<file path="config.mk">
export PLATFORM = sky130hd
export DESIGN_NAME = la_capture_ctrl
export DESIGN_NICKNAME = d
export VERILOG_FILES = /design/src/rtl/la_cap_pkg.sv /design/src/rtl/la_cap_cfg.sv /design/src/rtl/la_cap_fsm.sv /design/src/rtl/la_cap_mem.sv /design/src/rtl/la_capture_ctrl.sv
export SDC_FILE = /design/constraint.sdc
export NUM_CORES = 1
export LEC_CHECK = 0
export BUFFER_PORTS_ARGS = -buffer_cell sky130_fd_sc_hd__buf_2
export CAP_MARGIN = 5
export CORE_MARGIN = 3
export CORE_UTILIZATION = 60
export CTS_BUF_LIST = sky130_fd_sc_hd__clkbuf_4 sky130_fd_sc_hd__clkbuf_8 sky130_fd_sc_hd__clkbuf_16
export DETAILED_ROUTE_END_ITERATION = 16
export HOLD_SLACK_MARGIN = 0.05
export PLACE_DENSITY = 0.88
export SLEW_MARGIN = 30
export SYNTH_ARGS = -nofsm -noshare
export SYNTH_HDL_FRONTEND = slang
export SYNTH_SLANG_ARGS = --single-unit
</file>
<file path="constraint.sdc">
create_clock -name clk -period 3.6 [get_ports clk]
set_clock_uncertainty 0.2 [all_clocks]
set_input_delay 0.36 -clock clk [delete_from_list [all_inputs] [get_ports clk]]
set_output_delay 0.36 -clock clk [all_outputs]
set_load 0.02 [all_outputs]
</file>
<file path="src/rtl/la_cap_pkg.sv">
package la_cap_pkg;
  typedef enum logic [2:0] {
    ST_IDLE   = 3'd0,
    ST_FILL   = 3'd1,
    ST_ARMED  = 3'd2,
    ST_RECORD = 3'd3,
    ST_DONE   = 3'd4
  } cap_state_e;

  typedef enum logic [1:0] {
    MD_SINGLE = 2'd0,
    MD_QUAL   = 2'd1,
    MD_FREE   = 2'd2
  } cap_mode_e;
endpackage

</file>
<file path="src/rtl/la_cap_cfg.sv">
module la_cap_cfg
  import la_cap_pkg::*;
#(
  parameter int DEPTH = 16,
  localparam int AW = $clog2(DEPTH),
  localparam int LW = AW + 1
) (
  input  logic          clk,
  input  logic          rst_n,
  input  logic          idle,
  input  logic          mode_we,
  input  logic [1:0]    mode_in,
  input  logic          loc_we,
  input  logic [LW-1:0] loc_in,
  output cap_mode_e     mode_q,
  output logic [AW-1:0] loc_q
);
  localparam logic [AW-1:0] LOC_RST = AW'(DEPTH / 2);
  localparam logic [AW-1:0] LOC_MAX = AW'(DEPTH - 1);

  logic [AW-1:0] loc_clamped;
  logic          mode_en;
  logic          loc_en;

  always_comb begin
    loc_clamped = (loc_in >= LW'(DEPTH)) ? LOC_MAX : loc_in[AW-1:0];
    mode_en     = idle && mode_we && (mode_in != 2'd3);
    loc_en      = idle && loc_we;
  end

  always_ff @(posedge clk or negedge rst_n) begin
    if (!rst_n) begin
      mode_q <= MD_SINGLE;
    end else if (mode_en) begin
      mode_q <= cap_mode_e'(mode_in);
    end
  end

  always_ff @(posedge clk or negedge rst_n) begin
    if (!rst_n) begin
      loc_q <= LOC_RST;
    end else if (loc_en) begin
      loc_q <= loc_clamped;
    end
  end
endmodule

</file>
<file path="src/rtl/la_cap_fsm.sv">
module la_cap_fsm
  import la_cap_pkg::*;
#(
  parameter int DEPTH = 16,
  localparam int AW = $clog2(DEPTH)
) (
  input  logic          clk,
  input  logic          rst_n,
  input  logic          cmd_start,
  input  logic          cmd_reset,
  input  logic          trig,
  input  cap_mode_e     mode,
  input  logic [AW-1:0] loc,
  output cap_state_e    state,
  output logic [AW-1:0] wptr,
  output logic [AW-1:0] start_idx,
  output logic          wr_en
);
  localparam logic [AW-1:0] ONE = AW'(1);

  cap_state_e    state_n;
  logic [AW-1:0] wptr_n;
  logic [AW-1:0] start_n;
  logic [AW-1:0] wptr_inc;
  logic [AW-1:0] trig_start;

  always_comb begin
    wptr_inc   = wptr + ONE;
    trig_start = wptr - loc;
    state_n    = state;
    wptr_n     = wptr;
    start_n    = start_idx;
    wr_en      = 1'b0;
    case (state)
      ST_IDLE: begin
        if (cmd_start) begin
          wptr_n  = '0;
          start_n = '0;
          if (mode == MD_SINGLE) begin
            state_n = (loc == '0) ? ST_ARMED : ST_FILL;
          end else begin
            state_n = ST_RECORD;
          end
        end
      end
      ST_FILL: begin
        wr_en  = 1'b1;
        wptr_n = wptr_inc;
        if (wptr_inc == loc) begin
          state_n = ST_ARMED;
        end
      end
      ST_ARMED: begin
        wr_en  = 1'b1;
        wptr_n = wptr_inc;
        if (trig) begin
          start_n = trig_start;
          state_n = (wptr_inc == trig_start) ? ST_DONE : ST_RECORD;
        end
      end
      ST_RECORD: begin
        wr_en = (mode == MD_QUAL) ? trig : 1'b1;
        if (wr_en) begin
          wptr_n = wptr_inc;
          if (wptr_inc == start_idx) begin
            state_n = ST_DONE;
          end
        end
      end
      default: begin
      end
    endcase
    if (cmd_reset) begin
      state_n = ST_IDLE;
      wptr_n  = '0;
      start_n = '0;
      wr_en   = 1'b0;
    end
  end

  always_ff @(posedge clk or negedge rst_n) begin
    if (!rst_n) begin
      state     <= ST_IDLE;
      wptr      <= '0;
      start_idx <= '0;
    end else begin
      state     <= state_n;
      wptr      <= wptr_n;
      start_idx <= start_n;
    end
  end
endmodule

</file>
<file path="src/rtl/la_cap_mem.sv">
module la_cap_mem #(
  parameter int WIDTH = 8,
  parameter int DEPTH = 16,
  localparam int AW = $clog2(DEPTH)
) (
  input  logic             clk,
  input  logic             rst_n,
  input  logic             we,
  input  logic [AW-1:0]    waddr,
  input  logic [AW-1:0]    raddr,
  input  logic [WIDTH-1:0] wdata,
  output logic [WIDTH-1:0] rdata
);
  logic [WIDTH-1:0] store [DEPTH];
  logic [AW-1:0]    port_addr;
  logic             rd_en;

  always_comb begin
    port_addr = we ? waddr : raddr;
    rd_en     = !we;
  end

  always_ff @(posedge clk) begin
    if (we) begin
      store[port_addr] <= wdata;
    end
  end

  always_ff @(posedge clk or negedge rst_n) begin
    if (!rst_n) begin
      rdata <= '0;
    end else if (rd_en) begin
      rdata <= store[port_addr];
    end
  end
endmodule

</file>
<file path="src/rtl/la_capture_ctrl.sv">
module la_capture_ctrl
  import la_cap_pkg::*;
#(
  parameter int DEPTH = 16,
  parameter int WIDTH = 8,
  localparam int AW = $clog2(DEPTH),
  localparam int LW = AW + 1
) (
  input  logic             clk,
  input  logic             rst_n,
  input  logic             cmd_start,
  input  logic             cmd_reset,
  input  logic             cfg_mode_we,
  input  logic [1:0]       cfg_mode,
  input  logic             cfg_loc_we,
  input  logic [LW-1:0]    cfg_loc,
  input  logic             trig_in,
  input  logic [WIDTH-1:0] probe_in,
  input  logic [AW-1:0]    rd_addr,
  output logic [WIDTH-1:0] rd_data,
  output logic [2:0]       stat_state,
  output logic [AW-1:0]    stat_start_idx,
  output logic [1:0]       cfg_mode_q,
  output logic [AW-1:0]    cfg_loc_q
);
  cap_state_e    state;
  cap_mode_e     mode_q;
  logic [AW-1:0] loc_q;
  logic [AW-1:0] wptr;
  logic [AW-1:0] start_idx;
  logic          wr_en;
  logic          is_idle;

  assign is_idle = (state == ST_IDLE);

  la_cap_cfg #(.DEPTH(DEPTH)) cfg_i (
    .clk     (clk),
    .rst_n   (rst_n),
    .idle    (is_idle),
    .mode_we (cfg_mode_we),
    .mode_in (cfg_mode),
    .loc_we  (cfg_loc_we),
    .loc_in  (cfg_loc),
    .mode_q  (mode_q),
    .loc_q   (loc_q)
  );

  la_cap_fsm #(.DEPTH(DEPTH)) fsm_i (
    .clk       (clk),
    .rst_n     (rst_n),
    .cmd_start (cmd_start),
    .cmd_reset (cmd_reset),
    .trig      (trig_in),
    .mode      (mode_q),
    .loc       (loc_q),
    .state     (state),
    .wptr      (wptr),
    .start_idx (start_idx),
    .wr_en     (wr_en)
  );

  la_cap_mem #(.WIDTH(WIDTH), .DEPTH(DEPTH)) mem_i (
    .clk   (clk),
    .rst_n (rst_n),
    .we    (wr_en),
    .waddr (wptr),
    .raddr (rd_addr),
    .wdata (probe_in),
    .rdata (rd_data)
  );

  assign stat_state     = state;
  assign stat_start_idx = start_idx;
  assign cfg_mode_q     = mode_q;
  assign cfg_loc_q      = loc_q;
endmodule

</file>
* Word-level counts from Yosys, hierarchy flattened
Memories as Yosys holds them, arrays and structs flattened. A register that Yosys moved wholly into a read port is not among the register bits.
Cells that the tools add are included.
** Word-level totals
- Flip-flop bits (word level) :: 17
- Bits in writable memories :: 128
- Bits of input ports :: 26
- Output and inout port bits :: 21
- Word-level logic and storage cells :: 61
- Memories :: 1
** Cells by class
- Add/subtract/negate cells :: 2
- Magnitude comparators :: 1
- Equality and inequality tests :: 13
- Multiplexer cells :: 24
- Reductions and logical operators :: 15
** Memory list
- mem_i.store :: depth 16, width 8, read ports 1, clocked after memory_dff 1, write ports 1, line la_cap_mem.sv:14 : logic [WIDTH-1:0] store [DEPTH];
** Operator list (count)
- $mux 4 :: 7
- $mux 3 :: 8
- $eq 4x4->1 :: 3
- $pmux 3 s4 :: 1
- $pmux 4 s3 :: 1
- $ne 3x2->1 const B :: 3
- $pmux 4 s2 :: 1
- $eq 3x2->1 const B :: 2
- $ne 3x3->1 const B :: 2
- $reduce_and 3->1 :: 2
- $reduce_and 6->1 :: 1
- $ge 5x5->1 const B :: 1
- $reduce_bool 5->1 :: 1
- $add 4x1->4 const B :: 1
- $logic_not 4->1 :: 1
- $mux 1 :: 4
- $reduce_bool 4->1 :: 1
- $sub 4x4->4 :: 1
- $eq 3x1->1 const B :: 1
- $logic_and 1x1->1 :: 3
- $logic_not 3->1 :: 1
- $reduce_bool 3->1 :: 1
- $eq 2x1->1 const B :: 1
- $logic_not 1->1 :: 2
- other kinds (5) :: 5

* Depth between registers and ports, before layout
- Word-level depth :: 6
- Depth in mapped cells :: 12
- Mapped depth without buffers :: 10

* Cells and area by module
From an unflattened synthesis, not the netlist that was laid out.
** Unflattened totals
- Cells, all modules :: 519
- Area, all modules :: 6696.4 µm²
** By module, submodules not included
- la_cap_mem :: instances 1, cells each 394, area each 5522.8 µm², seq. area each 4043.9 µm²
- la_cap_fsm :: instances 1, cells each 99, area each 903.4 µm², seq. area each 275.3 µm²
- la_cap_cfg :: instances 1, cells each 25, area each 260.2 µm², seq. area each 151.4 µm²
- la_capture_ctrl :: instances 1, cells each 1, area each 10.0 µm², seq. area each 0.0 µm²

* Worst setup path before layout
OpenSTA, ideal clock, no wires.
- Kind :: reg2reg
- Start :: register fsm_i.state[1]
- End :: memory mem_i.store[2][0], enable pin
- Setup time :: 0.385 ns
- Data arrival time :: 2.440 ns
- Data required time :: 3.015 ns
- Path slack :: 0.574 ns
- Stages on the path, launching flop included :: 7
- Path buffers :: 2
- Period minus slack after synthesis :: 3.026 ns
- Path through :: dfrtp_1 > and4bb_4 > a211o_1 > buf_6 > buf_2 > or3_1 > nor3b_1
** On the way
- Cells in the longest elaborated chain, start to end :: 6
- Elaborated cells on any way between the ends :: 9
- Those cells by class :: 3 x eq/ne; 5 x mux; 1 x reduce/logical
** Ends and longest elaborated chain
- from (decl) :: line la_cap_fsm.sv:14 : output cap_state_e state,
- from (signal assigned) :: line la_cap_fsm.sv:87 : state <= state_n;
- $eq 3x1->1 or $eq 3x2->1 (tied branches) :: line la_cap_fsm.sv:34 : case (state)
- $reduce_or 2->1 (no source line)
- $pmux 1 s2 * :: line la_cap_fsm.sv:34
- $mux 1 * :: line la_cap_fsm.sv:73 : if (cmd_reset) begin
- $mux 1 :: line la_cap_mem.sv:24 : if (we) begin
- $mux 1 (not written as such) :: line la_cap_mem.sv:25 : store[port_addr] <= wdata;
- to (decl) :: line la_cap_mem.sv:14
Mark *: on every way between the ends. The rest lies on a longest branch, timed or not.

* Final worst setup path
- Start :: register fsm_i.state[0]
- End :: register mem_i.rdata[0] (read register of mem_i.store)
** On the way
- Cells in the longest elaborated chain, start to end :: 5
- Elaborated cells on any way between the ends :: 8
- Those cells by class :: 3 x eq/ne; 3 x mux; 2 x reduce/logical
** Ends and longest elaborated chain
- $eq 3x1->1 or $eq 3x2->1 (tied branches) :: line la_cap_fsm.sv:34
- $reduce_or 2->1 (no source line)
- $pmux 1 s2 * :: line la_cap_fsm.sv:34
- $mux 1 * :: line la_cap_fsm.sv:73
- $mux 4 or $logic_not 1->1 (tied branches)
- to (decl) :: line la_cap_mem.sv:12 : output logic [WIDTH-1:0] rdata
Marks and branches as above.
A chain may end at the register's enable or synchronous reset.

==> flow_metrics.py <==
metrics = {
    "global_route": {
        "grt_use_total_pct": 26.9,
        "antenna_found_initial": 0,
        "grt_max_degree": 31,
        "gr-total-overflow": 0,
        "first_global_vias": 4464,
        "grt_pass1_wl_um": 25300,
    },
    "logic_synthesis": {
        "syn_nets": 458,
        "yosysMostFrequentCell": "edfxtp_1",
        "ys_ff_latch": 153,
        "synth_ff_type": "edfxtp_1",
        "yosysTopAreaCellShare_pct": 54.8,
        "seq_area_frac_synth_pct": 63.7,
        "synthTopCellsByArea": "edfxtp_1 55%, mux4_2 14%, dfrtp_1 8.6%",
        "ys_warn_count": 0,
        "synth_edf_count": 128,
        "synth_common_cells": "128 x edfxtp_1, 45 x mux4_2, 42 x nor2_1",
        "synth.distinct_cells": 51,
        "syn_avg_cell_area_um2": 16.4,
        "synth_top_cell_by_area": "edfxtp_1",
        "synthCells": 427,
        "synthArstFlopShare_pct": 16.3,
        "netlist_area_mm2": 0.00701,
    },
    "drt": {
        "antenna_left": 0,
        "vias": 4411,
        "routed_wl_um": 16400,
        "wl_per_cell_um": 25.0,
        "drtIter0Drc": 582,
        "dr.pass1.iters": 6,
        "drc": 0,
        "via_per_inst": 6.71,
    },
    "pwr": {
        "ir_worst_vdd_mv": 0.614,
        "finalPower_mw": 5.74,
        "leakage_nw": 2.93,
        "p_per_area_mw_per_mm2": 703,
    },
    "clock_network": {
        "ctsHoldBuffers": 13,
        "cts_tree": "yes",
        "cts-root-buf": "clkbuf_16",
        "clk_latency_ps": 420,
        "cts_made_buffers": 17,
        "h-tree-depth": 4,
        "postCtsResizedCells": 0,
        "clock-sinks": 153,
        "post-cts-setup-buffers": 0,
        "clk_path_buf_depth": 2,
        "path_clk_slew_ps": 60,
    },
    "sta": {
        "finalWorstSetupSlack_ps": 485,
        "slew_violations": 0,
        "relSlewSlack_pct": 28.8,
        "worstMarginPinSlew_ps": 1060,
        "hold_viol_final": 0,
        "finalSetupTns_ps": 0,
        "fin_crit_sh_pct": 86.5,
        "setup_violations": 0,
        "max_freq_mhz": 321,
        "rsz0062_at_grt": "no",
        "fin_crit_ps": 3110,
    },
    "final_layout": {
        "diodes": 0,
        "postLayoutCellArea_mm2": 0.00817,
        "areaGrowthSynthToFinish_pct": 16.5,
        "fill_cells": 631,
        "final_nets": 535,
        "final_cells": 657,
        "layout-drive-gt1-share_pct": 30.0,
    },
    "critical_path": {
        "crit_path_max_fanout": 24,
        "cp.required_ps": 3680,
        "endpoint_kind": "flip-flop",
        "start_kind": "flip-flop",
        "crit_arrival_ps": 3200,
        "crit_type": "reg2reg",
    },
    "placement": {
        "io_buffer_count": 46,
        "place_area_mm2": 0.00749,
        "placed_cells": 612,
        "place_ws_ps": 552,
        "gp_congestion": 0.913,
        "hpwlAfterDp_um": 10500,
    },
    "floorplanning": {
        "die_area_mm2": 0.0130,
        "die-width_um": 114,
        "ios": 47,
        "initial_utilization_pct": 63.0,
        "fp-row-count": 38,
        "core_area_mm2": 0.0111,
        "die_y_um": 114,
    },
    "run_status": {
        "status": "finished clean",
    },
    "flow_run": {
        "maxCapViolations": 0,
    },
    "worst_hold_path": {
        "hold_class": "in2reg",
    },
}
[worst max-delay path: stages (launching register included)]
cell and delay (ps):
dfrtp_1 540, nor2_1 430, a211o_1 460, buf_12 250
mux2i_1 300, o22ai_1 140, a2111oi_1 570, nor2_1 70
[layout by cell type (no fill, tap or decap), types with 3 or more instances in the layout]
cell / instances
xor2_1: 11
o22ai_1: 8
nor4_1: 4
dlygate4sd3_1: 13
o31ai_1: 5
or3_1: 5
inv_1: 8
xnor2_1: 5
ha_1: 4
mux4_2: 45
nor3_1: 12
buf_2: 46
nor2_1: 42
o21ai_0: 11
clkinv_2: 4
mux2i_1: 17
nand2_1: 12
nand3_1: 3
o21a_1: 3
buf_4: 23
nor3b_1: 3
edfxtp_1: 128
a21oi_1: 5
nor2b_1: 10
mux4_1: 3
clkbuf_16: 17
a2111oi_1: 7
dfrtp_1: 24
clkinvlp_4: 3
[area by class of cell]
class / count / area [µm²] / share of cell area, %
inverters: 8 / 30.0 / 0.367
clock inverters: 15 / 126 / 1.55
clock buffers: 17 / 425 / 5.21
multi-input cells: 241 / 2390 / 29.3
repair buffers: 83 / 553 / 6.77
flip-flops and latches: 153 / 4470 / 54.7
well taps: 140 / 175 / 2.14
[stage by stage]
stage | hold WS [ps] | utilization (%)
floorplan | -136 | -
global placement | 178 | 67.3
detailed placement | 192 | 67.3
CTS | 107 | 73.4
global route | 153 | 73.4
finish | 122 | 73.4
[cell families after synthesis]
group | after synthesis | synth area share, %
adders and majority gates | 5 | 0.999
buffers and inverters | 33 | 2.16
AOI/OAI and AO/OA | 54 | 5.92
DFF | 153 | 63.7
muxes | 65 | 18.0
xor gates and xnor gates | 16 | 2.00
and+or+nand+nor | 101 | 7.17
[state kept, by name, summed over array words and instances (netlist names)]
| register | flops |
|---|---|
| mem_i.rdata | 8 |
| fsm_i.start_idx | 4 |
| cfg_i.mode_q | 2 |
| mem_i.store | 128 |
| fsm_i.state | 3 |
| fsm_i.wptr | 4 |
| cfg_i.loc_q | 4 |
[worst paths after layout]
kind | start | slack [ps] | end | depth (start not counted)
max | fsm_i.state[0]$_DFFE_PN0P_ | 490 | mem_i.rdata[0]$_DFFE_PN0N_ | 7
min | cfg_mode_we | 120 | cfg_i.mode_q[0]$_DFFE_PN0P_ | 4
max reg2reg | fsm_i.state[0]$_DFFE_PN0P_ | 490 | mem_i.rdata[0]$_DFFE_PN0N_ | 7
min reg2reg | mem_i.rdata[7]$_DFFE_PN0N_ | 310 | mem_i.rdata[7]$_DFFE_PN0N_ | 2
max in group asynchronous | rst_n | 2520 | mem_i.rdata[6]$_DFFE_PN0N_ | 2
min in group asynchronous | rst_n | 290 | fsm_i.start_idx[1]$_DFFE_PN0P_ | 2
[routing by layer]
| metal | track usage, % | up-vias | part of all wire, % |
|---|---|---|---|
| met3 | 5.87 | 47 | 8.6 |
| met4 | 10.4 | 0 | 3.2 |
| met1 | 35.2 | 2203 | 37 |
| met5 | 0 | - | 0 |
| met2 | 44.7 | 297 | 51 |
| li1 | - | 1864 | - |
[power by group]
part           internal [mW]  switching (mW)
clock network          0.949           0.704
logic                  0.738            1.07
registers               2.11           0.164
(Power assumes the default switching activity.)
